$ cat src/rtl/wkc_pkg.sv
package wkc_pkg;
   // control register field layout
   localparam int DEB_W     = 6;
   localparam int SOFT_BIT  = 6;
   localparam int EN_BIT    = 7;
   // register byte offsets
   localparam int OFS_CTRL   = 'h00;
   localparam int OFS_IRST   = 'h08;
   localparam int OFS_SEL_A  = 'h14;
   localparam int OFS_SEL_B  = 'h18;
   localparam int OFS_POL_A  = 'h28;
   localparam int OFS_POL_B  = 'h2C;
   localparam int OFS_STAT_A = 'h3C;
   localparam int OFS_STAT_B = 'h40;
   localparam int OFS_CLR_A  = 'h48;
   localparam int OFS_CLR_B  = 'h4C;
   localparam int OFS_GSEL_A = 'h54;
   localparam int OFS_GSEL_B = 'h58;
   localparam int MIN_ADDR_W = 7;
endpackage

$ cat src/rtl/wkc_sync.sv
module wkc_sync #(
   parameter int W      = 8,
   parameter int STAGES = 2
) (
   input  logic         clk,
   input  logic         rst_n,
   input  logic [W-1:0] d,
   output logic [W-1:0] q,
   output logic [W-1:0] toggle
);
   if (STAGES < 2) begin : g_bad_stages
      $error("wkc_sync: STAGES must be at least 2");
   end
   if (W < 1) begin : g_bad_w
      $error("wkc_sync: W must be positive");
   end

   logic [W-1:0] chain [STAGES];
   logic [W-1:0] q_prev;

   for (genvar s = 0; s < STAGES; s++) begin : g_stage
      if (s == 0) begin : g_first
         always_ff @(posedge clk or negedge rst_n)
            if (!rst_n) chain[0] <= '0;
            else        chain[0] <= d;
      end else begin : g_next
         always_ff @(posedge clk or negedge rst_n)
            if (!rst_n) chain[s] <= '0;
            else        chain[s] <= chain[s-1];
      end
   end

   always_ff @(posedge clk or negedge rst_n)
      if (!rst_n) q_prev <= '0;
      else        q_prev <= chain[STAGES-1];

   assign q      = chain[STAGES-1];
   assign toggle = q ^ q_prev;
endmodule

$ cat src/rtl/wkc_ms_tick.sv
module wkc_ms_tick #(
   parameter int CYC_PER_MS = 32000
) (
   input  logic clk,
   input  logic rst_n,
   input  logic run,
   output logic tick
);
   if (CYC_PER_MS < 1) begin : g_bad_cpm
      $error("wkc_ms_tick: CYC_PER_MS must be positive");
   end

   if (CYC_PER_MS == 1) begin : g_direct
      assign tick = run;
   end else begin : g_count
      localparam int CW = $clog2(CYC_PER_MS);
      localparam logic [CW-1:0] LAST = CW'(CYC_PER_MS - 1);
      logic [CW-1:0] cnt;

      assign tick = run && (cnt == LAST);

      always_ff @(posedge clk or negedge rst_n)
         if (!rst_n)             cnt <= '0;
         else if (!run || tick)  cnt <= '0;
         else                    cnt <= cnt + CW'(1);

      // ticks of a multi-cycle millisecond are never back to back
      p_tick_gap_r3: assert property (@(posedge clk) disable iff (!rst_n)
         tick |=> !tick);
   end
endmodule

$ cat src/rtl/wkc_debounce.sv
module wkc_debounce #(
   parameter int N_W = 6
) (
   input  logic           clk,
   input  logic           rst_n,
   input  logic           cond,
   input  logic           tick,
   input  logic [N_W-1:0] limit,
   output logic           fire
);
   if (N_W < 1) begin : g_bad_nw
      $error("wkc_debounce: N_W must be positive");
   end

   logic [N_W-1:0] tcnt;
   logic           done;
   logic           bypass;
   logic           reach;

   assign bypass = (limit == '0);
   assign reach  = tick && (tcnt == limit - N_W'(1));
   assign fire   = cond && !done && (bypass || reach);

   always_ff @(posedge clk or negedge rst_n)
      if (!rst_n) begin
         tcnt <= '0;
         done <= 1'b0;
      end else if (!cond) begin
         tcnt <= '0;
         done <= 1'b0;
      end else begin
         if (fire)          done <= 1'b1;
         if (tick && !done) tcnt <= tcnt + N_W'(1);
      end

   // one sustained condition yields a single event
   p_single_fire_r11: assert property (@(posedge clk) disable iff (!rst_n)
      fire |=> !fire);
   // with no condition the window is not running
   p_restart_r3: assert property (@(posedge clk) disable iff (!rst_n)
      !cond |=> !fire || bypass);
endmodule

$ cat src/rtl/wkc_regs.sv
module wkc_regs
   import wkc_pkg::*;
#(
   parameter int PA_W   = 32,
   parameter int PB_W   = 23,
   parameter int ADDR_W = 7,
   parameter int DATA_W = 32
) (
   input  logic              clk,
   input  logic              rst_n,
   input  logic              we,
   input  logic [ADDR_W-1:0] addr,
   input  logic [DATA_W-1:0] wdata,
   output logic [DATA_W-1:0] rdata,
   input  logic [PA_W-1:0]   tog_a,
   input  logic [PB_W-1:0]   tog_b,
   output logic [DEB_W-1:0]  deb_n,
   output logic              soft_hit,
   output logic              irq_en,
   output logic [PA_W-1:0]   sel_a,
   output logic [PA_W-1:0]   pol_a,
   output logic [PB_W-1:0]   sel_b,
   output logic [PB_W-1:0]   pol_b,
   output logic              irq_rst_wr
);
   if (ADDR_W < MIN_ADDR_W) begin : g_bad_addr
      $error("wkc_regs: ADDR_W too small for the register map");
   end
   if (DATA_W < PA_W || DATA_W < PB_W || DATA_W < EN_BIT + 1) begin : g_bad_data
      $error("wkc_regs: DATA_W narrower than a register");
   end

   logic hit_ctrl, hit_irst, hit_sel_a, hit_sel_b, hit_pol_a, hit_pol_b;
   logic hit_stat_a, hit_stat_b, hit_clr_a, hit_clr_b, hit_gsel_a, hit_gsel_b;

   assign hit_ctrl   = (addr == ADDR_W'(OFS_CTRL));
   assign hit_irst   = (addr == ADDR_W'(OFS_IRST));
   assign hit_sel_a  = (addr == ADDR_W'(OFS_SEL_A));
   assign hit_sel_b  = (addr == ADDR_W'(OFS_SEL_B));
   assign hit_pol_a  = (addr == ADDR_W'(OFS_POL_A));
   assign hit_pol_b  = (addr == ADDR_W'(OFS_POL_B));
   assign hit_stat_a = (addr == ADDR_W'(OFS_STAT_A));
   assign hit_stat_b = (addr == ADDR_W'(OFS_STAT_B));
   assign hit_clr_a  = (addr == ADDR_W'(OFS_CLR_A));
   assign hit_clr_b  = (addr == ADDR_W'(OFS_CLR_B));
   assign hit_gsel_a = (addr == ADDR_W'(OFS_GSEL_A));
   assign hit_gsel_b = (addr == ADDR_W'(OFS_GSEL_B));

   logic [DEB_W-1:0] deb_q;
   logic             soft_q, en_q;
   logic [PA_W-1:0]  sel_a_q, pol_a_q, gsel_a_q, stat_a_q, clr_a;
   logic [PB_W-1:0]  sel_b_q, pol_b_q, gsel_b_q, stat_b_q, clr_b;

   always_ff @(posedge clk or negedge rst_n)
      if (!rst_n) begin
         deb_q    <= '0;
         soft_q   <= 1'b0;
         en_q     <= 1'b0;
         sel_a_q  <= '0;
         pol_a_q  <= '0;
         gsel_a_q <= '0;
         sel_b_q  <= '0;
         pol_b_q  <= '0;
         gsel_b_q <= '0;
      end else if (we) begin
         if (hit_ctrl) begin
            deb_q  <= wdata[DEB_W-1:0];
            soft_q <= wdata[SOFT_BIT];
            en_q   <= wdata[EN_BIT];
         end
         if (hit_sel_a)  sel_a_q  <= wdata[PA_W-1:0];
         if (hit_pol_a)  pol_a_q  <= wdata[PA_W-1:0];
         if (hit_gsel_a) gsel_a_q <= wdata[PA_W-1:0];
         if (hit_sel_b)  sel_b_q  <= wdata[PB_W-1:0];
         if (hit_pol_b)  pol_b_q  <= wdata[PB_W-1:0];
         if (hit_gsel_b) gsel_b_q <= wdata[PB_W-1:0];
      end

   assign clr_a = (we && hit_clr_a) ? wdata[PA_W-1:0] : '0;
   assign clr_b = (we && hit_clr_b) ? wdata[PB_W-1:0] : '0;

   // a fresh toggle outranks a clear in the same cycle
   always_ff @(posedge clk or negedge rst_n)
      if (!rst_n) begin
         stat_a_q <= '0;
         stat_b_q <= '0;
      end else begin
         stat_a_q <= (stat_a_q & ~clr_a) | tog_a;
         stat_b_q <= (stat_b_q & ~clr_b) | tog_b;
      end

   always_comb begin
      rdata = '0;
      if (hit_ctrl)   rdata = DATA_W'({en_q, soft_q, deb_q});
      if (hit_sel_a)  rdata = DATA_W'(sel_a_q);
      if (hit_sel_b)  rdata = DATA_W'(sel_b_q);
      if (hit_pol_a)  rdata = DATA_W'(pol_a_q);
      if (hit_pol_b)  rdata = DATA_W'(pol_b_q);
      if (hit_stat_a) rdata = DATA_W'(stat_a_q);
      if (hit_stat_b) rdata = DATA_W'(stat_b_q);
      if (hit_gsel_a) rdata = DATA_W'(gsel_a_q);
      if (hit_gsel_b) rdata = DATA_W'(gsel_b_q);
   end

   assign deb_n      = deb_q;
   assign soft_hit   = soft_q;
   assign irq_en     = en_q;
   assign sel_a      = sel_a_q;
   assign pol_a      = pol_a_q;
   assign sel_b      = sel_b_q;
   assign pol_b      = pol_b_q;
   assign irq_rst_wr = we && hit_irst;

   // status bits only fall through a clear write
   p_stat_sticky_r8: assert property (@(posedge clk) disable iff (!rst_n)
      !(we && hit_clr_a) |=> ((stat_a_q & $past(stat_a_q)) == $past(stat_a_q)));
   // cleared bits without a concurrent toggle read 0 afterwards
   p_clr_takes_r9: assert property (@(posedge clk) disable iff (!rst_n)
      (we && hit_clr_b) |=> ((stat_b_q & $past(wdata[PB_W-1:0] & ~tog_b)) == '0));
endmodule

$ cat src/rtl/wake_evt_ctrl.sv
module wake_evt_ctrl
   import wkc_pkg::*;
#(
   parameter int PA_W        = 32,
   parameter int PB_W        = 23,
   parameter int ADDR_W      = 7,
   parameter int DATA_W      = 32,
   parameter int SYNC_STAGES = 2,
   parameter int CYC_PER_MS  = 32000
) (
   input  logic              clk,
   input  logic              rst_n,
   input  logic [PA_W-1:0]   port_a_i,
   input  logic [PB_W-1:0]   port_b_i,
   input  logic              bus_we,
   input  logic [ADDR_W-1:0] bus_addr,
   input  logic [DATA_W-1:0] bus_wdata,
   output logic [DATA_W-1:0] bus_rdata,
   output logic              wake_irq_o
);
   logic [PA_W-1:0]  sync_a, tog_a, sel_a, pol_a;
   logic [PB_W-1:0]  sync_b, tog_b, sel_b, pol_b;
   logic [DEB_W-1:0] deb_n;
   logic             soft_hit, irq_en, irq_rst_wr;
   logic             key_hit, ms_tick, fire, irq_q;

   wkc_sync #(.W(PA_W), .STAGES(SYNC_STAGES)) u_sync_a (
      .clk(clk), .rst_n(rst_n), .d(port_a_i), .q(sync_a), .toggle(tog_a));

   wkc_sync #(.W(PB_W), .STAGES(SYNC_STAGES)) u_sync_b (
      .clk(clk), .rst_n(rst_n), .d(port_b_i), .q(sync_b), .toggle(tog_b));

   wkc_regs #(.PA_W(PA_W), .PB_W(PB_W), .ADDR_W(ADDR_W), .DATA_W(DATA_W)) u_regs (
      .clk(clk), .rst_n(rst_n), .we(bus_we), .addr(bus_addr), .wdata(bus_wdata),
      .rdata(bus_rdata), .tog_a(tog_a), .tog_b(tog_b), .deb_n(deb_n),
      .soft_hit(soft_hit), .irq_en(irq_en), .sel_a(sel_a), .pol_a(pol_a),
      .sel_b(sel_b), .pol_b(pol_b), .irq_rst_wr(irq_rst_wr));

   assign key_hit = (|(sel_a & (sync_a ^ pol_a))) |
                    (|(sel_b & (sync_b ^ pol_b))) | soft_hit;

   wkc_ms_tick #(.CYC_PER_MS(CYC_PER_MS)) u_tick (
      .clk(clk), .rst_n(rst_n), .run(key_hit), .tick(ms_tick));

   wkc_debounce #(.N_W(DEB_W)) u_deb (
      .clk(clk), .rst_n(rst_n), .cond(key_hit), .tick(ms_tick),
      .limit(deb_n), .fire(fire));

   always_ff @(posedge clk or negedge rst_n)
      if (!rst_n)              irq_q <= 1'b0;
      else if (fire && irq_en) irq_q <= 1'b1;
      else if (irq_rst_wr)     irq_q <= 1'b0;

   assign wake_irq_o = irq_q;

   // interrupt level holds until the reset register is written
   p_irq_hold_r7: assert property (@(posedge clk) disable iff (!rst_n)
      (irq_q && !irq_rst_wr) |=> irq_q);
   // an enabled event beats a simultaneous reset write
   p_set_wins_r7: assert property (@(posedge clk) disable iff (!rst_n)
      (fire && irq_en) |=> irq_q);
   // interrupt only rises when enabled
   p_irq_gate_r6: assert property (@(posedge clk) disable iff (!rst_n)
      $rose(irq_q) |-> $past(irq_en));
endmodule

$ cat config.mk
export PLATFORM = sky130hd
export DESIGN_NAME = wake_evt_ctrl
export DESIGN_NICKNAME = d
export VERILOG_FILES = /design/src/rtl/wkc_pkg.sv /design/src/rtl/wkc_sync.sv /design/src/rtl/wkc_ms_tick.sv /design/src/rtl/wkc_debounce.sv /design/src/rtl/wkc_regs.sv /design/src/rtl/wake_evt_ctrl.sv
export SDC_FILE = /design/constraint.sdc
export NUM_CORES = 1
export LEC_CHECK = 0
export ABC_AREA = 1
export CAP_MARGIN = 20
export CORE_UTILIZATION = 55
export CTS_BUF_LIST = sky130_fd_sc_hd__clkbuf_2 sky130_fd_sc_hd__clkbuf_4 sky130_fd_sc_hd__clkbuf_8
export DETAILED_ROUTE_END_ITERATION = 6
export MAX_ROUTING_LAYER = met4
export PLACE_DENSITY = 0.72
export SLEW_MARGIN = 20
export SYNTH_ARGS = -nofsm -noshare
export SYNTH_HDL_FRONTEND = slang
export SYNTH_HIERARCHICAL = 1
export SYNTH_SLANG_ARGS = --single-unit
$ cat constraint.sdc
create_clock -name clk -period 2.6 [get_ports clk]
set_input_delay 0.26 -clock clk [delete_from_list [all_inputs] [get_ports clk]]
set_output_delay 0.26 -clock clk [all_outputs]
set_load 0.05 [all_outputs]
==> impl_metrics.xml <==
<?xml version="1.0" encoding="UTF-8"?>
<metrics>
  <group name="power">
    <metric name="p_leak" unit="nW">11.1</metric>
    <metric name="p_per_area" unit="nW/µm²">653</metric>
    <metric name="worst_ir_drop_on_vdd" unit="V">0.000476</metric>
  </group>
  <group name="final_layout">
    <metric name="area_delta_synth_final" unit="%">17.8</metric>
    <metric name="fraction_of_final_layout_cells_with_drive_strength_greater_than_1" unit="%">11.1</metric>
    <metric name="finalNetCount" unit="">2524</metric>
    <metric name="antennaDiodeCount" unit="">0</metric>
    <metric name="final_cells" unit="">2918</metric>
  </group>
  <group name="clocking">
    <metric name="cts_tree" unit="">yes</metric>
    <metric name="htree_num_levels" unit="">3</metric>
    <metric name="cts_root_buf" unit="">clkbuf_8</metric>
    <metric name="clkSlewWorstSetupHoldPaths" unit="ps">60</metric>
    <metric name="cts_setup_buffers" unit="">0</metric>
    <metric name="clock_latency_on_the_worst_skew_pair" unit="ps">630</metric>
    <metric name="cts.sinks" unit="">416</metric>
    <metric name="cts_inserted_buffers" unit="">71</metric>
    <metric name="ctsLongestPathBuffers" unit="">3</metric>
  </group>
  <group name="logic_synthesis">
    <metric name="synth_largest_type_area_fraction" unit="%">55.3</metric>
    <metric name="syn-num-nets" unit="">2386</metric>
    <metric name="ys_warn_count" unit="">6</metric>
    <metric name="netlist.top_cell.by_area" unit="">dfrtp_1</metric>
    <metric name="post_synthesis_async_set_or_reset_flop_share" unit="%">100</metric>
    <metric name="yosys-top-cells-count" unit="">741 x nand2_1, 416 x dfrtp_1, 360 x inv_1</metric>
    <metric name="yosys_most_used_dff" unit="">dfrtp_1</metric>
    <metric name="number_of_distinct_library_cells_after_synthesis" unit="">37</metric>
    <metric name="synth.cell_area" unit="µm²">18800</metric>
    <metric name="netlist_instances" unit="">2286</metric>
    <metric name="sequential_cell_area_fraction_in_the_yosys_report" unit="%">55.3</metric>
    <metric name="synthTopCellsByArea" unit="">dfrtp_1 55%, nand2_1 15%, inv_1 7.2%</metric>
    <metric name="synth_edf_count" unit="">0</metric>
    <metric name="syn-mean-instance-area" unit="µm²">8.23</metric>
    <metric name="ys_ff_latch" unit="">416</metric>
    <metric name="synth_most_common_cell" unit="">nand2_1</metric>
  </group>
  <group name="floorplanning">
    <metric name="placement_rows" unit="">67</metric>
    <metric name="die_width" unit="µm">187</metric>
    <metric name="initial_core_util" unit="%">56.0</metric>
    <metric name="die_span_in_y" unit="µm">187</metric>
    <metric name="core_area" unit="µm²">33600</metric>
    <metric name="die_area" unit="µm²">34900</metric>
    <metric name="floorplan.io_pins" unit="">130</metric>
  </group>
  <group name="sta">
    <metric name="max_freq" unit="GHz">0.392</metric>
    <metric name="report.final.hold_viol_count" unit="">0</metric>
    <metric name="min_period" unit="ps">2550</metric>
    <metric name="max_slew_violation_count" unit="">0</metric>
    <metric name="timing.final.setup_violations" unit="">0</metric>
    <metric name="finalClockSkew" unit="ps">28.1</metric>
    <metric name="unrepaired_setup_endpoints_after_global_routing" unit="">yes</metric>
    <metric name="hold-worst-slack" unit="ps">66.3</metric>
    <metric name="slew_headroom" unit="%">59.6</metric>
    <metric name="max_slew.worst_pin.slew" unit="ps">606</metric>
    <metric name="layout_worst_path_cycle_share" unit="%">98.1</metric>
  </group>
  <group name="critical_path">
    <metric name="timing.critical_path.arrival" unit="ps">2290</metric>
    <metric name="required" unit="ps">2340</metric>
    <metric name="critical_path.max_fanout" unit="">26</metric>
    <metric name="startpoint_of_the_most_critical_register_to_register_path" unit="">u_sync_a/q[22]$_DFF_PN0_</metric>
    <metric name="timing.setup.critical_path_class" unit="">in -&gt; out</metric>
    <metric name="crit_path_end_kind" unit="">primary output</metric>
    <metric name="critPathLaunch" unit="">bus_addr[6]</metric>
    <metric name="critPathLaunchType" unit="">primary input</metric>
  </group>
  <group name="route">
    <metric name="drc" unit="">0</metric>
    <metric name="finalWirelength" unit="mm">45.5</metric>
    <metric name="post_drt_via_cell_ratio" unit="">5.12</metric>
    <metric name="first_pass_iters" unit="">6</metric>
    <metric name="drt_iter0_markers" unit="">1102</metric>
    <metric name="antenna_left" unit="">0</metric>
    <metric name="route.vias.total" unit="">14951</metric>
    <metric name="wl_per_cell" unit="µm">15.6</metric>
  </group>
  <group name="global_routing">
    <metric name="global_route.usage.total" unit="%">27.8</metric>
    <metric name="grt_pass1_wl" unit="mm">74.6</metric>
    <metric name="via_count_of_the_first_global_routing_pass" unit="">14831</metric>
    <metric name="grt_antenna_before_repair" unit="">0</metric>
    <metric name="grt_max_degree" unit="">84</metric>
    <metric name="globalRoute.totalOverflow" unit="">0</metric>
  </group>
  <group name="hold_path">
    <metric name="hp-class" unit="">in -&gt; reg</metric>
    <metric name="min-delay-start" unit="">port_a_i[9]</metric>
  </group>
  <group name="status">
    <metric name="status" unit="">finished clean</metric>
  </group>
  <group name="placed_design">
    <metric name="dpl.cell_count" unit="">2798</metric>
    <metric name="routabilityCongestion" unit="">0.926</metric>
    <metric name="place_hpwl" unit="mm">31.1</metric>
    <metric name="port_buffers" unit="">129</metric>
  </group>
  <group name="flow_run">
    <metric name="timing.max_cap.violations" unit="">0</metric>
  </group>
</metrics>
==> worst max-delay path: stages <==
cell and delay (ps):
clkdlybuf4s50_1 610, buf_4 190, nor2_4 40, nand2_1 100, nor2_4 60, buf_12 180, nand2_1 70, nand2_1 40
o21ai_0 350, nand4_1 160, buf_4 230
==> state kept, by name, summed over array words and instances (netlist names), 32 cells and up <==
name	flops
u_regs/gsel_a_q	32
u_regs/pol_a	32
u_regs/sel_a	32
u_regs/stat_a_q	32
u_sync_a/chain	32
u_sync_a/q	32
u_sync_a/q_prev	32
==> cell type report <==
type	count	area (µm²)
inverter	372	1410
clock buffer	105	1310
multi-input combinational	1383	6220
timing repair buffer	180	2130
fill	2760	11500
clock inverter	14	119
sequential	416	10400
tap	448	561
==> placed cells by master, fill, tap and decap left out, types with 39 or more instances in the layout <==
cell	count
nand3_1	129
inv_1	360
nand2_1	740
nor2_1	128
clkdlybuf4s50_1	96
buf_4	40
dfrtp_1	416
buf_12	42
o21ai_0	193
clkbuf_8	83
o21ai_1	39
==> per-stage QoR <==
stage               setup slack, ps  setup TNS [ps]  power (W)  area, µm²  utilization [%]
floorplan                       672               0    0.00809      18800                -
global placement                172               0    0.00859      20700             61.6
detailed placement              114               0    0.00865      20700             61.6
CTS                             102               0     0.0146      22100             65.9
global route                  -8.42           -16.1     0.0152      22200             65.9
finish                         50.3               0     0.0145      22200             65.9
==> timing repair <==
item                                   4_1_cts  5_1_grt
gates resized for setup                      0        1
setup endpoints to repair                    0        6
hold buffers                                 1        0
endpoints found under the hold margin       61        0
==> cell families (layout without fill, tap and decap cells) <==
logic type | Yosys count | count (layout) | synth area share, %
DFF | 416 | 416 | 55.3
adders and majority gates | 3 | 3 | 0.200
and+or+nand+nor | 1102 | 1102 | 24.9
buffers and inverters | 487 | 671 | 11.6
AOI/OAI and AO/OA | 269 | 269 | 7.53
xor gates and xnor gates | 9 | 9 | 0.419
==> metal layers <==
| layer | GRT usage [%] | up-vias | routed length [µm] |
|---|---|---|---|
| met1 | 36.4 | 7079 | 19500 |
| met5 | - | - | 0 |
| met2 | 43.7 | 535 | 21400 |
| met3 | 4.50 | 108 | 3220 |
| met4 | 11.1 | 0 | 1420 |
| li1 | - | 7229 | - |
==> report_power, final <==
group          internal (W)  total [W]  switching (W)
registers           0.00688    0.00721       0.000337
logic              0.000533    0.00133       0.000798
clock network       0.00332    0.00592        0.00260
total                0.0107     0.0145        0.00373
==> path summary, 6_finish.rpt <==
kind                       depth (start not counted)                            to  slack (ps)
setup / recovery                                  11                  bus_rdata[6]          50
hold / removal                                     1  u_sync_a/chain[41]$_DFF_PN0_          70
hold reg to reg                                    0       u_sync_b/q[1]$_DFF_PN0_         330
setup reg to reg                                  20        wake_irq_o$_DFFE_PN0P_         280
max in group asynchronous                          3  u_sync_a/chain[52]$_DFF_PN0_        1480
min in group asynchronous                          2   u_regs/deb_n[3]$_DFFE_PN0P_         220
Power figures use the tool's default switching activity.
